<file path="src/rtl/rpg_pkg.sv">
package rpg_pkg;

    localparam int unsigned LEN_SLOW = 20;
    localparam int unsigned LEN_FAST = 40;
    localparam int unsigned SEQ_W    = 40;
    localparam int unsigned IDX_W    = $clog2(LEN_FAST);

    localparam logic [SEQ_W-1:0] SEQ_SLOW_SPARSE = 40'h00000DB492;
    localparam logic [SEQ_W-1:0] SEQ_FAST_SPARSE = 40'hDB54924AB6;
    localparam logic [SEQ_W-1:0] SEQ_SLOW_DENSE  = 40'h00000FB412;
    localparam logic [SEQ_W-1:0] SEQ_FAST_DENSE  = 40'hFDAA10255E;

    typedef struct packed {
        logic fast;
        logic dense;
    } seq_sel_t;

    function automatic int unsigned seq_len(input logic fast);
        return fast ? LEN_FAST : LEN_SLOW;
    endfunction

    function automatic logic seq_bit(input seq_sel_t sel, input logic [IDX_W-1:0] idx);
        logic [SEQ_W-1:0] word;
        logic [IDX_W-1:0] pos;
        case ({sel.fast, sel.dense})
            2'b00:   word = SEQ_SLOW_SPARSE;
            2'b10:   word = SEQ_FAST_SPARSE;
            2'b01:   word = SEQ_SLOW_DENSE;
            default: word = SEQ_FAST_DENSE;
        endcase
        pos = IDX_W'(seq_len(sel.fast) - 1) - idx;
        return word[pos];
    endfunction

endpackage

</file>
<file path="src/rtl/rpg_pattern_gen.sv">
module rpg_pattern_gen
    import rpg_pkg::*;
(
    input  logic     clk,
    input  logic     rst_n,
    input  logic     bit_en,
    input  seq_sel_t sel,
    output logic     cur_bit,
    output logic     restart,
    output logic     pat_bit
);

    typedef struct packed {
        seq_sel_t         sel;
        logic [IDX_W-1:0] idx;
        logic             bit_o;
    } gen_st_t;

    gen_st_t st_d, st_q;
    logic [IDX_W-1:0] idx_eff;

    always_comb begin
        st_d    = st_q;
        restart = bit_en && (sel != st_q.sel);
        idx_eff = restart ? '0 : st_q.idx;
        cur_bit = seq_bit(sel, idx_eff);
        if (bit_en) begin
            st_d.sel   = sel;
            st_d.bit_o = cur_bit;
            if (32'(idx_eff) == seq_len(sel.fast) - 1)
                st_d.idx = '0;
            else
                st_d.idx = idx_eff + 1'b1;
        end
    end

    always_ff @(posedge clk or negedge rst_n) begin
        if (!rst_n) st_q <= '0;
        else        st_q <= st_d;
    end

    assign pat_bit = st_q.bit_o;

    AST_PAT_HOLD: assert property (@(posedge clk) disable iff (!rst_n)
        !bit_en |=> $stable(pat_bit));
    AST_IDX_RANGE: assert property (@(posedge clk) disable iff (!rst_n)
        32'(st_q.idx) < seq_len(st_q.sel.fast));
    AST_RESTART_FIRST: assert property (@(posedge clk) disable iff (!rst_n)
        restart |=> st_q.idx == IDX_W'(1));

endmodule

</file>
<file path="src/rtl/rpg_rot_detector.sv">
module rpg_rot_detector #(
    parameter int unsigned RUN_LEN = 3
) (
    input  logic clk,
    input  logic rst_n,
    input  logic smp_en,
    input  logic clr,
    input  logic bit_in,
    output logic hit,
    output logic flag
);

    localparam int unsigned HIST_W = RUN_LEN - 1;
    localparam int unsigned FILL_W = $clog2(RUN_LEN);

    typedef struct packed {
        logic [HIST_W-1:0] hist;
        logic [FILL_W-1:0] fill;
        logic              flag;
    } det_st_t;

    det_st_t st_d, st_q;
    logic [HIST_W-1:0] eq_vec;
    logic              all_eq;

    for (genvar g = 0; g < HIST_W; g++) begin : g_eq
        assign eq_vec[g] = (st_q.hist[g] == bit_in);
    end

    assign all_eq = &eq_vec;

    always_comb begin
        st_d = st_q;
        hit  = 1'b0;
        if (smp_en) begin
            if (clr) begin
                st_d.hist    = '0;
                st_d.hist[0] = bit_in;
                st_d.fill    = FILL_W'(1);
            end else begin
                hit       = (32'(st_q.fill) == HIST_W) && all_eq;
                st_d.hist = {st_q.hist[HIST_W-2:0], bit_in};
                if (32'(st_q.fill) < HIST_W)
                    st_d.fill = st_q.fill + 1'b1;
            end
            st_d.flag = hit;
        end
    end

    always_ff @(posedge clk or negedge rst_n) begin
        if (!rst_n) st_q <= '0;
        else        st_q <= st_d;
    end

    assign flag = st_q.flag;

    AST_FLAG_HOLD: assert property (@(posedge clk) disable iff (!rst_n)
        !smp_en |=> $stable(flag));
    AST_CLEAR_NO_FLAG: assert property (@(posedge clk) disable iff (!rst_n)
        (smp_en && clr) |=> !flag);
    AST_FILL_RANGE: assert property (@(posedge clk) disable iff (!rst_n)
        32'(st_q.fill) <= HIST_W);

endmodule

</file>
<file path="src/rtl/rpg_density_window.sv">
module rpg_density_window #(
    parameter int unsigned WIN_BITS = 200,
    parameter int unsigned CNT_W    = $clog2(WIN_BITS + 1)
) (
    input  logic             clk,
    input  logic             rst_n,
    input  logic             smp_en,
    input  logic             clr,
    input  logic             hit,
    output logic             done,
    output logic [CNT_W-1:0] hits,
    output logic [CNT_W-1:0] total
);

    typedef struct packed {
        logic [CNT_W-1:0] cnt;
        logic [CNT_W-1:0] acc;
        logic             done;
        logic [CNT_W-1:0] out_hits;
        logic [CNT_W-1:0] out_total;
    } win_st_t;

    win_st_t st_d, st_q;
    logic [CNT_W-1:0] cnt_nx, acc_nx;

    always_comb begin
        st_d      = st_q;
        st_d.done = 1'b0;
        cnt_nx    = (clr ? '0 : st_q.cnt) + 1'b1;
        acc_nx    = (clr ? '0 : st_q.acc) + CNT_W'(hit);
        if (smp_en) begin
            if (32'(cnt_nx) == WIN_BITS) begin
                st_d.done      = 1'b1;
                st_d.out_hits  = acc_nx;
                st_d.out_total = cnt_nx;
                st_d.cnt       = '0;
                st_d.acc       = '0;
            end else begin
                st_d.cnt = cnt_nx;
                st_d.acc = acc_nx;
            end
        end
    end

    always_ff @(posedge clk or negedge rst_n) begin
        if (!rst_n) st_q <= '0;
        else        st_q <= st_d;
    end

    assign done  = st_q.done;
    assign hits  = st_q.out_hits;
    assign total = st_q.out_total;

    AST_DONE_PULSE: assert property (@(posedge clk) disable iff (!rst_n)
        done |=> !done);
    AST_HITS_BOUND: assert property (@(posedge clk) disable iff (!rst_n)
        done |-> hits <= total);
    AST_CNT_BELOW_WIN: assert property (@(posedge clk) disable iff (!rst_n)
        32'(st_q.cnt) < WIN_BITS);
    AST_ACC_BOUND: assert property (@(posedge clk) disable iff (!rst_n)
        st_q.acc <= st_q.cnt);

endmodule

</file>
<file path="src/rtl/rpg_top.sv">
module rpg_top
    import rpg_pkg::*;
#(
    parameter int unsigned WIN_BITS = 200,
    parameter int unsigned RUN_LEN  = 3,
    localparam int unsigned CNT_W   = $clog2(WIN_BITS + 1)
) (
    input  logic             clk,
    input  logic             rst_n,
    input  logic             bit_en,
    input  logic             rate_sel,
    input  logic             dens_sel,
    input  logic             mon_ext,
    input  logic             mon_bit,
    output logic             pat_bit,
    output logic             mon_flag,
    output logic             win_done,
    output logic [CNT_W-1:0] win_hits,
    output logic [CNT_W-1:0] win_total
);

    seq_sel_t sel;
    logic     gen_bit, restart, smp_bit, hit;

    assign sel.fast  = rate_sel;
    assign sel.dense = dens_sel;

    rpg_pattern_gen u_gen (
        .clk     (clk),
        .rst_n   (rst_n),
        .bit_en  (bit_en),
        .sel     (sel),
        .cur_bit (gen_bit),
        .restart (restart),
        .pat_bit (pat_bit)
    );

    assign smp_bit = mon_ext ? mon_bit : gen_bit;

    rpg_rot_detector #(.RUN_LEN(RUN_LEN)) u_det (
        .clk    (clk),
        .rst_n  (rst_n),
        .smp_en (bit_en),
        .clr    (restart),
        .bit_in (smp_bit),
        .hit    (hit),
        .flag   (mon_flag)
    );

    rpg_density_window #(.WIN_BITS(WIN_BITS), .CNT_W(CNT_W)) u_win (
        .clk    (clk),
        .rst_n  (rst_n),
        .smp_en (bit_en),
        .clr    (restart),
        .hit    (hit),
        .done   (win_done),
        .hits   (win_hits),
        .total  (win_total)
    );

    AST_INT_SOURCE: assert property (@(posedge clk) disable iff (!rst_n)
        (bit_en && !mon_ext) |=> pat_bit == $past(smp_bit));
    AST_DONE_TOTAL: assert property (@(posedge clk) disable iff (!rst_n)
        win_done |-> 32'(win_total) == WIN_BITS);

endmodule

</file>
<file path="config.mk">
export PLATFORM = sky130hd
export DESIGN_NAME = rpg_top
export DESIGN_NICKNAME = d
export VERILOG_FILES = /design/src/rtl/rpg_pkg.sv /design/src/rtl/rpg_pattern_gen.sv /design/src/rtl/rpg_rot_detector.sv /design/src/rtl/rpg_density_window.sv /design/src/rtl/rpg_top.sv
export SDC_FILE = /design/constraint.sdc
export NUM_CORES = 1
export LEC_CHECK = 0
export CAP_MARGIN = 0
export CORE_UTILIZATION = 30
export CTS_BUF_LIST = sky130_fd_sc_hd__clkbuf_16
export DETAILED_ROUTE_END_ITERATION = 16
export GPL_ROUTABILITY_DRIVEN = 0
export HOLD_SLACK_MARGIN = 0.06
export SYNTH_ARGS = -nofsm -noshare
export SYNTH_HDL_FRONTEND = slang
export SYNTH_HIERARCHICAL = 1
export SYNTH_SLANG_ARGS = --single-unit
</file>
<file path="constraint.sdc">
create_clock -name clk -period 8.55 [get_ports clk]
set_clock_uncertainty 0.1 [all_clocks]
set_input_delay 2.1375 -clock clk [delete_from_list [all_inputs] [get_ports clk]]
set_output_delay 2.1375 -clock clk [all_outputs]
set_load 0.005 [all_outputs]
</file>
==> results.toml <==
[status]
outcome = "finished, final reports clean"

[grt]
grt_first_pass_wirelength_um = 11400
grt.overflow.total = 0
grt_usage_pct = 13.0
antenna_found_initial = 0
via_count_of_the_first_global_routing_pass = 2254
grt_max_degree = 48

[critical_path]
crit_path_end_kind = "register"
max_fanout_on_critical_path = 17
timing.setup.critical_path_class = "in2reg"
worstPathRequired_ns = 8.62
critPathLaunchType = "input pin"
worst-endpoint-arrival_ns = 7.07

[routing]
viasPerCell = 5.21
overall_via_count_from_detail_route = 2432
drt-initial-drc-count = 184
wire_per_inst_um = 14.3
post-route-drc-count = 0
drt-pass1-iter-count = 5
drt.antenna.violating_nets = 0
total_length_of_routed_wires_um = 6660

[logic_synthesis]
post_synth_arst_share_pct = 100
synth_nets = 348
post_synth_num_cell_types = 68
yosys_register_bits = 47
yosysTopAreaCellShare_pct = 37.5
synth_top_cell_by_area = "sky130_fd_sc_hd__dfrtp_1"
yosys_most_used_dff = "sky130_fd_sc_hd__dfrtp_1"
synth-seq-area-share_pct = 37.5
number_of_synthesized_flops_with_an_enable_pin = 0
synth.cell_area_um2 = 3130
synth.yosys.warnings = 6
netlist_instances = 329
synthTopCellsByArea = "sky130_fd_sc_hd__dfrtp_1 (38%), sky130_fd_sc_hd__ha_1 (4.8%), sky130_fd_sc_hd__buf_4 (3.8%), sky130_fd_sc_hd__mux2_2 (3.6%), sky130_fd_sc_hd__a21oi_1 (3.0%)"
syn_area_per_cell_um2 = 9.53

[cts]
worst_setup_hold_path_clk_slew_ns = 0.07
h-tree-depth = 2
tritoncts_clock_tree = "built"
clock_tree.buffer_depth = 2
post-cts-setup-buffer-count = 0
postCtsHoldBufs = 0
cts.sink_count = 47
clkLatencyLatePin_ns = 0.29
cts.repair.resized = 0
cts_buffers = 5
clockRootBuffer = "sky130_fd_sc_hd__clkbuf_16"

[die]
fp.coreArea_um2 = 9950
chip_height_um = 104
initial_utilization_pct = 31.5
die_width_um = 104
core.rowCount = 36
top_level_ports = 26
die_area_um2 = 10900

[timing]
slew_headroom_pct = 30.0
worst-slew-pin-transition_ns = 1.05
hold_violations = 0
finish_stage_setup_viols = 0
timing.fmax_mhz = 143
fin_tns_setup_ns = 0
unrepaired_setup_endpoints_after_global_routing = "false"
final_period_minus_worst_setup_slack_ns = 7.00
period_share_pct = 81.8
slew_viol_final = 0

[finish]
insertedDiodeCount = 0
final_common_cell = "sky130_fd_sc_hd__dfrtp_1"
layout.cells.most_common_list = "sky130_fd_sc_hd__dfrtp_1 (47), sky130_fd_sc_hd__clkdlybuf4s50_1 (24), sky130_fd_sc_hd__nand2_1 (22)"
final_cell_area_um2 = 3540
post_route_cells_drive_above_1_share_pct = 11.1
number_of_nets_at_the_end_of_the_flow = 352
nFillCells = 975
area_growth_pct = 13.0

[power_and_ir_drop]
power.density_nw_per_um2 = 197
ir_worst_vdd_uv = 84.3
power.leakage_nw = 1.55

[placement]
placed_area_um2 = 3370
port-buffer-count = 25
dp_hpwl_um = 4600

[flow_run]
drv.max_cap_violation_count = 0

[min_path]
timing.hold.worst.class = "reg2reg"
-- report_power, final --
| group | internal [W] | switching (W) | leakage (nW) |
|---|---|---|---|
| registers | 0.000249 | 0.0000459 | 0.620 |
| logic | 0.0000770 | 0.0000993 | 0.841 |
| clock network | 0.000139 | 0.0000864 | 0.0844 |
| total | 0.000465 | 0.000232 | 1.55 |
-- flip-flops by register name (all words and copies together), names as in the netlist --
register       count
u_det/flag         1
u_win/done         1
u_win/total        8
u_gen/st_q         8
u_gen/pat_bit      1
u_det/st_q         4
u_win/st_q        16
u_win/hits         8
-- stage by stage --
stage	total power, W	worst slack (ns)	util [%]	hold WS, ns	instances
after detailed placement	0.000474	1.24	33.8	0.351	459
after CTS	0.000703	1.54	35.6	0.371	467
final	0.000697	1.55	35.6	0.370	467
after floorplan	0.000424	2.29	-	0.336	329
after global placement	0.000470	1.36	33.8	0.349	459
after global routing	0.000741	1.10	35.6	0.399	467
-- final cells by class --
| cell class | instances | area (µm²) | area share, % |
|---|---|---|---|
| clock buffers | 5 | 125 | 3.53 |
| clock inverters | 3 | 47.5 | 1.34 |
| inverters | 19 | 73.8 | 2.08 |
| multi-input cells | 234 | 1700 | 48.0 |
| flip-flops and latches | 47 | 1180 | 33.2 |
| well taps | 133 | 166 | 4.70 |
| repair buffers | 26 | 253 | 7.14 |
-- kinds of logic after synthesis --
kind of cell	synth area share [%]
simple gates	17.9
mux	5.67
buf+inv	8.26
flops	37.5
xor+xnor	3.35
compound gates	22.5
fa+ha+maj	4.79
-- final timing paths --
kind | from | end | slack (ns) | depth (start not counted)
setup / recovery | rate_sel | u_win/hits[6]$_DFFE_PN0P_ | 1.55 | 21
hold / removal | u_win/total[6]$_DFFE_PN0P_ | u_win/total[6]$_DFFE_PN0P_ | 0.37 | 1
setup reg to reg | u_gen/st_q[7]$_DFFE_PN0P_ | u_win/hits[6]$_DFFE_PN0P_ | 3.60 | 20
hold reg to reg | u_win/total[6]$_DFFE_PN0P_ | u_win/total[6]$_DFFE_PN0P_ | 0.37 | 1
max in group asynchronous | rst_n | u_win/hits[0]$_DFFE_PN0P_ | 5.77 | 1
min in group asynchronous | rst_n | u_det/st_q[1]$_DFFE_PN0P_ | 1.93 | 1
-- Yosys cell counts, types with 3 or more instances --
library cell / instances
sky130_fd_sc_hd__dfrtp_1: 47
sky130_fd_sc_hd__nand2_1: 22
sky130_fd_sc_hd__a21oi_1: 19
sky130_fd_sc_hd__nor2_1: 19
sky130_fd_sc_hd__o21ai_0: 18
sky130_fd_sc_hd__inv_1: 17
sky130_fd_sc_hd__buf_4: 16
sky130_fd_sc_hd__ha_1: 12
sky130_fd_sc_hd__mux2_2: 10
sky130_fd_sc_hd__nor3_1: 10
sky130_fd_sc_hd__o2bb2ai_1: 10
sky130_fd_sc_hd__clkbuf_1: 9
sky130_fd_sc_hd__nand3_1: 9
sky130_fd_sc_hd__nor2b_1: 8
sky130_fd_sc_hd__nand2b_1: 7
sky130_fd_sc_hd__xnor2_1: 7
sky130_fd_sc_hd__mux2i_1: 5
sky130_fd_sc_hd__xor2_1: 5
sky130_fd_sc_hd__a221oi_1: 4
sky130_fd_sc_hd__a22o_1: 4
sky130_fd_sc_hd__a31oi_1: 4
sky130_fd_sc_hd__and2_1: 4
sky130_fd_sc_hd__nand4_1: 4
sky130_fd_sc_hd__o211a_1: 3
sky130_fd_sc_hd__o32ai_1: 3
-- worst max-delay path, cell delays in order --
cell and delay (ns):
sky130_fd_sc_hd__clkdlybuf4s50_1 0.57, sky130_fd_sc_hd__xor2_1 0.27, sky130_fd_sc_hd__o21ai_4 0.43, sky130_fd_sc_hd__nand2_1 0.14, sky130_fd_sc_hd__inv_1 0.08, sky130_fd_sc_hd__ha_1 0.34
sky130_fd_sc_hd__nor2_1 0.24, sky130_fd_sc_hd__xnor2_1 0.11, sky130_fd_sc_hd__a211o_1 0.29, sky130_fd_sc_hd__a221o_1 0.35, sky130_fd_sc_hd__o32a_1 0.20, sky130_fd_sc_hd__a31oi_1 0.19
sky130_fd_sc_hd__mux2_4 0.18, sky130_fd_sc_hd__and3_4 0.16, sky130_fd_sc_hd__o211a_1 0.17, sky130_fd_sc_hd__ha_1 0.19, sky130_fd_sc_hd__ha_1 0.25, sky130_fd_sc_hd__nand3_1 0.19
sky130_fd_sc_hd__o21a_1 0.22, sky130_fd_sc_hd__o21ai_0 0.23, sky130_fd_sc_hd__o2bb2ai_1 0.10
-- per-layer routing --
metal	routed length, µm	vias to the layer above	track usage (%)
met5	0	-	0
met4	70	0	3.67
met3	311	5	3.32
met2	2960	78	19.0
met1	3320	1152	18.8
li1	-	1197	-
No activity file was read; power rests on OpenSTA's default activity.
